## config.mk

```make
export PLATFORM = sky130hd
export DESIGN_NAME = multi_sector_erase
export DESIGN_NICKNAME = d
export VERILOG_FILES = /design/src/rtl/sec_erase_pkg.sv /design/src/rtl/sec_erase_ctrl.sv /design/src/rtl/sec_erase_data.sv /design/src/rtl/multi_sector_erase.sv
export SDC_FILE = /design/constraint.sdc
export NUM_CORES = 1
export LEC_CHECK = 0
export BUFFER_PORTS_ARGS = -buffer_cell sky130_fd_sc_hd__buf_2
export CAP_MARGIN = 10
export CORE_MARGIN = 2
export CORE_UTILIZATION = 30
export DETAILED_ROUTE_END_ITERATION = 8
export HOLD_SLACK_MARGIN = 0.05
export SETUP_SLACK_MARGIN = 0.15
export SLEW_MARGIN = 20
export SYNTH_ARGS = -nofsm -noshare
export SYNTH_HDL_FRONTEND = slang
export SYNTH_SLANG_ARGS = --single-unit
```

## constraint.sdc

```tcl
create_clock -name clk -period 3.97 [get_ports clk]
set_input_delay 0.794 -clock clk [delete_from_list [all_inputs] [get_ports clk]]
set_output_delay 0.794 -clock clk [all_outputs]
set_load 0.01 [all_outputs]
```

## src/rtl/sec_erase_pkg.sv

```systemverilog
package sec_erase_pkg;

  // Sector index width; the array always has 2**SEC_W sectors.
  localparam int SEC_W = 4;

  localparam logic [15:0] UNLOCK_ADDR_A = 16'h5555;
  localparam logic [15:0] UNLOCK_ADDR_B = 16'h2AAA;
  localparam logic [7:0]  KEY_AA        = 8'hAA;
  localparam logic [7:0]  KEY_55        = 8'h55;
  localparam logic [7:0]  KEY_SETUP     = 8'h80;
  localparam logic [7:0]  KEY_SECTOR    = 8'h30;
  localparam logic [7:0]  ERASED_BYTE   = 8'hFF;

  typedef enum logic [3:0] {
    ST_READ,
    ST_C1,
    ST_C2,
    ST_C3,
    ST_C4,
    ST_C5,
    ST_WIN,
    ST_ERASE
  } ctlState_t;

  // Strobes passed from control to datapath.
  typedef struct packed {
    logic             selStrobe;    // a 30h selection is accepted this cycle
    logic             windowOpen;   // acceptance window running
    logic             eraseActive;  // internal erase running
    logic             eraseGo;      // current sector finishes this cycle
    logic [SEC_W-1:0] eraseSector;  // sector being erased
    logic             readDone;     // a bus read ended this cycle
  } ctlStrobe_t;

endpackage

```

## src/rtl/sec_erase_ctrl.sv

```systemverilog
module sec_erase_ctrl
  import sec_erase_pkg::*;
#(
  parameter int ADDR_W        = 16,
  parameter int WINDOW_CYCLES = 4000,
  parameter int ERASE_CYCLES  = 1000
) (
  input  logic              clk,
  input  logic              rstN,
  input  logic              ceN,
  input  logic              weN,
  input  logic              oeN,
  input  logic [ADDR_W-1:0] addr,
  input  logic [7:0]        dataIn,
  output ctlStrobe_t        stb
);

  localparam int SECTORS = 1 << SEC_W;
  localparam int WIN_W   = $clog2(WINDOW_CYCLES + 1);
  localparam int ERS_W   = $clog2(ERASE_CYCLES + 1);
  localparam logic [WIN_W-1:0] WIN_LOAD = WIN_W'(WINDOW_CYCLES - 1);
  localparam logic [ERS_W-1:0] ERS_LOAD = ERS_W'(ERASE_CYCLES - 1);

  ctlState_t          state;
  logic [SECTORS-1:0] selMask;
  logic [WIN_W-1:0]   winCnt;
  logic [ERS_W-1:0]   eraseCnt;
  logic [SEC_W-1:0]   curSec;
  logic               writeLowQ, readLowQ;
  logic [ADDR_W-1:0]  addrQ;
  logic [7:0]         dataQ;

  logic               writeLow, readLow, wrFire, rdDone;
  logic               stepOk, isSel;
  logic [SEC_W-1:0]   wrSector;
  logic [SECTORS-1:0] wrBit, nextMask;
  logic               eraseGo;
  ctlState_t          unlockNext;

  function automatic logic [SEC_W-1:0] lowestSet(input logic [SECTORS-1:0] m);
    logic [SEC_W-1:0] idx;
    idx = '0;
    for (int i = SECTORS - 1; i >= 0; i--) begin
      if (m[i]) idx = SEC_W'(i);
    end
    return idx;
  endfunction

  // Bus strobe sampling
  assign writeLow = !weN && !ceN;
  assign readLow  = !oeN && !ceN;
  assign wrFire   = writeLowQ && !writeLow;
  assign rdDone   = readLowQ && !readLow;

  assign wrSector = addrQ[ADDR_W-1 -: SEC_W];
  assign wrBit    = SECTORS'(1) << wrSector;
  assign isSel    = (dataQ == KEY_SECTOR);
  assign nextMask = selMask & ~(SECTORS'(1) << curSec);
  assign eraseGo  = (state == ST_ERASE) && (eraseCnt == '0);

  // Expected unlock step for the current state
  always_comb begin
    stepOk     = 1'b0;
    unlockNext = ST_READ;
    unique case (state)
      ST_READ: begin
        stepOk     = (addrQ == ADDR_W'(UNLOCK_ADDR_A)) && (dataQ == KEY_AA);
        unlockNext = ST_C1;
      end
      ST_C1: begin
        stepOk     = (addrQ == ADDR_W'(UNLOCK_ADDR_B)) && (dataQ == KEY_55);
        unlockNext = ST_C2;
      end
      ST_C2: begin
        stepOk     = (addrQ == ADDR_W'(UNLOCK_ADDR_A)) && (dataQ == KEY_SETUP);
        unlockNext = ST_C3;
      end
      ST_C3: begin
        stepOk     = (addrQ == ADDR_W'(UNLOCK_ADDR_A)) && (dataQ == KEY_AA);
        unlockNext = ST_C4;
      end
      ST_C4: begin
        stepOk     = (addrQ == ADDR_W'(UNLOCK_ADDR_B)) && (dataQ == KEY_55);
        unlockNext = ST_C5;
      end
      default: begin
        stepOk     = 1'b0;
        unlockNext = ST_READ;
      end
    endcase
  end

  always_ff @(posedge clk or negedge rstN) begin
    if (!rstN) begin
      writeLowQ <= 1'b0;
      readLowQ  <= 1'b0;
      addrQ     <= '0;
      dataQ     <= '0;
    end else begin
      writeLowQ <= writeLow;
      readLowQ  <= readLow;
      if (writeLow) begin
        addrQ <= addr;
        dataQ <= dataIn;
      end
    end
  end

  always_ff @(posedge clk or negedge rstN) begin
    if (!rstN) begin
      state    <= ST_READ;
      selMask  <= '0;
      winCnt   <= '0;
      eraseCnt <= '0;
      curSec   <= '0;
    end else begin
      unique case (state)
        ST_ERASE: begin
          // bus writes are not looked at here
          if (eraseGo) begin
            selMask <= nextMask;
            if (nextMask == '0) begin
              state <= ST_READ;
            end else begin
              curSec   <= lowestSet(nextMask);
              eraseCnt <= ERS_LOAD;
            end
          end else begin
            eraseCnt <= eraseCnt - 1'b1;
          end
        end
        ST_WIN: begin
          if (wrFire) begin
            if (isSel) begin
              selMask <= selMask | wrBit;
              winCnt  <= WIN_LOAD;
            end else begin
              selMask <= '0;
              state   <= ST_READ;
            end
          end else if (winCnt == '0) begin
            state    <= ST_ERASE;
            curSec   <= lowestSet(selMask);
            eraseCnt <= ERS_LOAD;
          end else begin
            winCnt <= winCnt - 1'b1;
          end
        end
        ST_C5: begin
          if (wrFire) begin
            if (isSel) begin
              selMask <= wrBit;
              winCnt  <= WIN_LOAD;
              state   <= ST_WIN;
            end else begin
              state <= ST_READ;
            end
          end
        end
        default: begin
          if (wrFire) state <= stepOk ? unlockNext : ST_READ;
        end
      endcase
    end
  end

  assign stb.selStrobe   = wrFire && isSel && ((state == ST_C5) || (state == ST_WIN));
  assign stb.windowOpen  = (state == ST_WIN);
  assign stb.eraseActive = (state == ST_ERASE);
  assign stb.eraseGo     = eraseGo;
  assign stb.eraseSector = curSec;
  assign stb.readDone    = rdDone;

endmodule

```

## src/rtl/sec_erase_data.sv

```systemverilog
module sec_erase_data
  import sec_erase_pkg::*;
#(
  parameter int OFFSET_W = 4
) (
  input  logic                clk,
  input  logic                rstN,
  input  logic                ceN,
  input  logic                oeN,
  input  logic [SEC_W-1:0]    rdSector,
  input  logic [OFFSET_W-1:0] rdOffset,
  input  ctlStrobe_t          stb,
  output logic [7:0]          dataOut,
  output logic                dataOutEn,
  output logic                busyN
);

  localparam int SECTORS = 1 << SEC_W;
  localparam int BYTES   = 1 << OFFSET_W;

  logic       statusMode;
  logic       toggleBit;
  logic [7:0] statusByte;
  logic [7:0] secByte [SECTORS];

  assign statusMode = stb.windowOpen || stb.eraseActive;

  // Behavioural array: one bank of bytes per sector, no reset
  for (genvar s = 0; s < SECTORS; s++) begin : g_sec
    logic [7:0] cells [BYTES];
    always_ff @(posedge clk) begin
      if (stb.eraseGo && (stb.eraseSector == SEC_W'(s))) begin
        for (int o = 0; o < BYTES; o++) cells[o] <= ERASED_BYTE;
      end
    end
    assign secByte[s] = cells[rdOffset];
  end

  always_ff @(posedge clk or negedge rstN) begin
    if (!rstN) begin
      toggleBit <= 1'b0;
    end else if (stb.selStrobe && !stb.windowOpen) begin
      toggleBit <= 1'b0;
    end else if (statusMode && stb.readDone) begin
      toggleBit <= ~toggleBit;
    end
  end

  assign statusByte = {1'b0, toggleBit, 2'b00, stb.eraseActive, 3'b000};
  assign dataOut    = statusMode ? statusByte : secByte[rdSector];
  assign dataOutEn  = !ceN && !oeN;
  assign busyN      = !statusMode;

endmodule

```

## src/rtl/multi_sector_erase.sv

```systemverilog
module multi_sector_erase
  import sec_erase_pkg::*;
#(
  parameter int ADDR_W        = 16,
  parameter int OFFSET_W      = 4,
  parameter int WINDOW_CYCLES = 4000,
  parameter int ERASE_CYCLES  = 1000
) (
  input  logic              clk,
  input  logic              rstN,
  input  logic              ceN,
  input  logic              weN,
  input  logic              oeN,
  input  logic [ADDR_W-1:0] addr,
  input  logic [7:0]        dataIn,
  output logic [7:0]        dataOut,
  output logic              dataOutEn,
  output logic              busyN
);

  ctlStrobe_t stb;

  sec_erase_ctrl #(
    .ADDR_W       (ADDR_W),
    .WINDOW_CYCLES(WINDOW_CYCLES),
    .ERASE_CYCLES (ERASE_CYCLES)
  ) u_ctrl (
    .clk   (clk),
    .rstN  (rstN),
    .ceN   (ceN),
    .weN   (weN),
    .oeN   (oeN),
    .addr  (addr),
    .dataIn(dataIn),
    .stb   (stb)
  );

  sec_erase_data #(
    .OFFSET_W(OFFSET_W)
  ) u_data (
    .clk      (clk),
    .rstN     (rstN),
    .ceN      (ceN),
    .oeN      (oeN),
    .rdSector (addr[ADDR_W-1 -: SEC_W]),
    .rdOffset (addr[OFFSET_W-1:0]),
    .stb      (stb),
    .dataOut  (dataOut),
    .dataOutEn(dataOutEn),
    .busyN    (busyN)
  );

endmodule

```

==> results.sh <==
export IMPL_cts_htree_levels=3
export IMPL_syn_to_final_growth_pct=13.72
export IMPL_post_cts_buffers=0
export IMPL_rsz0062_at_grt="no"
export IMPL_critPathRequiredTime_ns=4.19
export IMPL_finalSetupTns_ns=0
export IMPL_path_cells="nor2b_1 > a31oi_1 > nor4_4 > nand3_1 > a21o_2 > nand2_4 > mux2_4"
export IMPL_cts_buffers=9
export IMPL_period_share_pct=69.13
export IMPL_cts_sinks=72
export IMPL_dieArea_um2=16200
export IMPL_clkPwrFrac_pct=49.4
export IMPL_path_class="reg -> reg"
export IMPL_critPathSlowestCell="dfrtp_1"
export IMPL_die_w_um=127.3
export IMPL_min_period_ns=2.745
export IMPL_clock_latency_ns=0.34
export IMPL_end_kind="flip-flop"
export IMPL_yosysWarnings=0
export IMPL_rows=45
export IMPL_grt_pass1_vias=3821
export IMPL_grt_pass1_wl_um=19510
export IMPL_grt_max_degree=73
export IMPL_cts_repair_resized=0
export IMPL_synth_cells=500
export IMPL_ys_async_sr_fraction_pct=100.0
export IMPL_sequentialPowerShare_pct=44.7
export IMPL_place_gp_congestion=0.8638
export IMPL_arrival_ns=2.96
export IMPL_antenna_found_initial=0
export IMPL_setup_viol=0
export IMPL_netlist_area_um2=4559
export IMPL_crit_family="simple AND/OR/NAND/NOR gates"
export IMPL_fill_cells=1511
export IMPL_vias=3957
export IMPL_status="finished, final reports clean"
export IMPL_synth_avg_cell_area_um2=9.119
export IMPL_ir_worst_vdd_v=0.0002277
export IMPL_mostFrequentLayoutCell="dfrtp_1"
export IMPL_dr_pass1_iters=5
export IMPL_cp_num_buf_inv=0
export IMPL_cts_hold_buf=0
export IMPL_initial_core_util_pct=30.33
export IMPL_finClkSkew_ns=0.008266
export IMPL_synth_area_top_cells="dfrtp_1 40%, mux2_2 5.9%, nand2_1 3.5%"
export IMPL_n_antenna_cell=0
export IMPL_synth_seq_cells=72
export IMPL_ys_flop_type="dfrtp_1"
export IMPL_ios=39
export IMPL_hold_viol=0
export IMPL_avgRoutedWirePerCell_um=16.33
export IMPL_nNetsFinal=548
export IMPL_layout_drive_gt1_share_pct=19.92
export IMPL_power_w=0.001812
export IMPL_vias_per_cell=5.573
export IMPL_synth_top_area_share_pct=39.52
export IMPL_crit_fanout=16
export IMPL_gr_usage_all_layers_pct=15.05
export IMPL_max_cap_violations=0
export IMPL_p_leak_nw=2.053
export IMPL_io_buffers=38
export IMPL_synth_cell_types=69
export IMPL_hold_path_class="reg -> reg"
export IMPL_synth_area_leader_cell="dfrtp_1"
export IMPL_final_cell_mix="72 x dfrtp_1, 43 x nand2_1, 42 x nor2_1"
export IMPL_clock_root_buffer="clkbuf_16"
export IMPL_clockBufferDepth=2
export IMPL_p_sw_w=0.0004139
export IMPL_drtIter0Drc=237
export IMPL_grt_ovfl_total=0
export IMPL_die_h_um=127.3
export IMPL_drc=0
export IMPL_max_freq_mhz=364.4
export IMPL_start_kind="flip-flop"
export IMPL_p_int_w=0.001398
export IMPL_cts_tree="done"
export IMPL_syn_num_nets=531
export IMPL_path_clk_slew_ns=0.06
export IMPL_p_comb_share_pct=6.0
export IMPL_hpwl_um=8502
export IMPL_ant_nets=0
export IMPL_p_sw_share_pct=22.84
export IMPL_synth_edff_count=0
export IMPL_tightest_slew_ns=0.9256
export IMPL_maxSlewHeadroom_pct=38.29
export IMPL_ys_seq_area_share_pct=39.52
export IMPL_fp_coreArea_um2=15030
export IMPL_wirelength_um=11590
export IMPL_slew_viol_final=0
export IMPL_max_stage_delay_ns=0.57
export IMPL_power_density_nw_per_um2=349.5
final cells by class:
class,count,area (µm²),share of cell area [%]
multi-input cells,383,2571,49.59
well taps,188,235.2,4.537
repair buffers,39,200.2,3.861
flip-flops and latches,72,1802,34.75
inverters,12,45.04,0.8687
clock inverters,6,92.59,1.786
clock buffers,10,239.0,4.609
worst paths after layout:
check	startpoint	to	slack [ns]	depth (start not counted)
worst max-delay path	u_ctrl.curSec[1]	u_ctrl.curSec[3]	1.23	7
worst min-delay path	u_ctrl.winCnt[6]	u_ctrl.winCnt[6]	0.47	1
worst max register to register	u_ctrl.curSec[1]	u_ctrl.curSec[3]	1.23	7
worst min register to register	u_ctrl.winCnt[6]	u_ctrl.winCnt[6]	0.47	1
max in group asynchronous	rstN	u_ctrl.eraseCnt[3]	2.78	1
min in group asynchronous	rstN	u_ctrl.selMask[10]	0.58	1
power by group through the flow:
stage / registers, W / logic (W) / clock network, W
global placement: 0.000820 / 0.000107 / 0
floorplan: 0.000804 / 0.0000762 / 0
finish: 0.000809 / 0.000108 / 0.000894
global route: 0.000815 / 0.000122 / 0.000949
CTS: 0.000809 / 0.000110 / 0.000910
detailed placement: 0.000823 / 0.000110 / 0
metal layers:
metal	track usage, %	vias up	routed length, µm
li1	-	1905	-
met1	21.19	1922	5649
met2	23.34	114	5285
met3	2.261	16	458
met4	5.882	0	199
met5	0	-	0
cells in the mapped netlist (11+ instances only):
cell       instances
inv_1             11
nor2_1            43
mux2_2            24
a21oi_1           27
clkbuf_1          21
nor3_1            13
o2bb2ai_1         13
mux2i_1           12
a32oi_1           12
dfrtp_1           72
nand2_1           43
o21ai_0           24
nand3_1           17
per-stage QoR:
stage / util [%] / setup slack, ns / instances / instance area [µm²] / hold WS, ns
after floorplan: - / 1.508 / 500 / 4559 / 0.4341
after global placement: 32.23 / 1.131 / 694 / 4845 / 0.4629
after detailed placement: 32.23 / 1.035 / 694 / 4845 / 0.4570
after CTS: 34.43 / 1.235 / 710 / 5176 / 0.4646
after global routing: 34.49 / 1.064 / 710 / 5185 / 0.4962
final: 34.49 / 1.225 / 710 / 5185 / 0.4650
logic make-up after synthesis:
| kind of cell | synth area share [%] |
|---|---|
| xor gates and xnor gates | 0.9604 |
| AOI/OAI and AO/OA | 21.13 |
| buffers and inverters | 4.336 |
| DFF | 39.52 |
| adders and majority gates | 0.5488 |
| and+or+nand+nor | 23.96 |
| muxes | 9.550 |
registers in the layout (all words and copies together) (netlist names):
name	cells
u_ctrl.selMask	16
u_ctrl.writeLowQ	1
u_ctrl.state	3
u_ctrl.eraseCnt	10
u_data.toggleBit	1
u_ctrl.addrQ	16
u_ctrl.winCnt	12
u_ctrl.readLowQ	1
u_ctrl.curSec	4
u_ctrl.dataQ	8
Power figures use the tool's default switching activity.
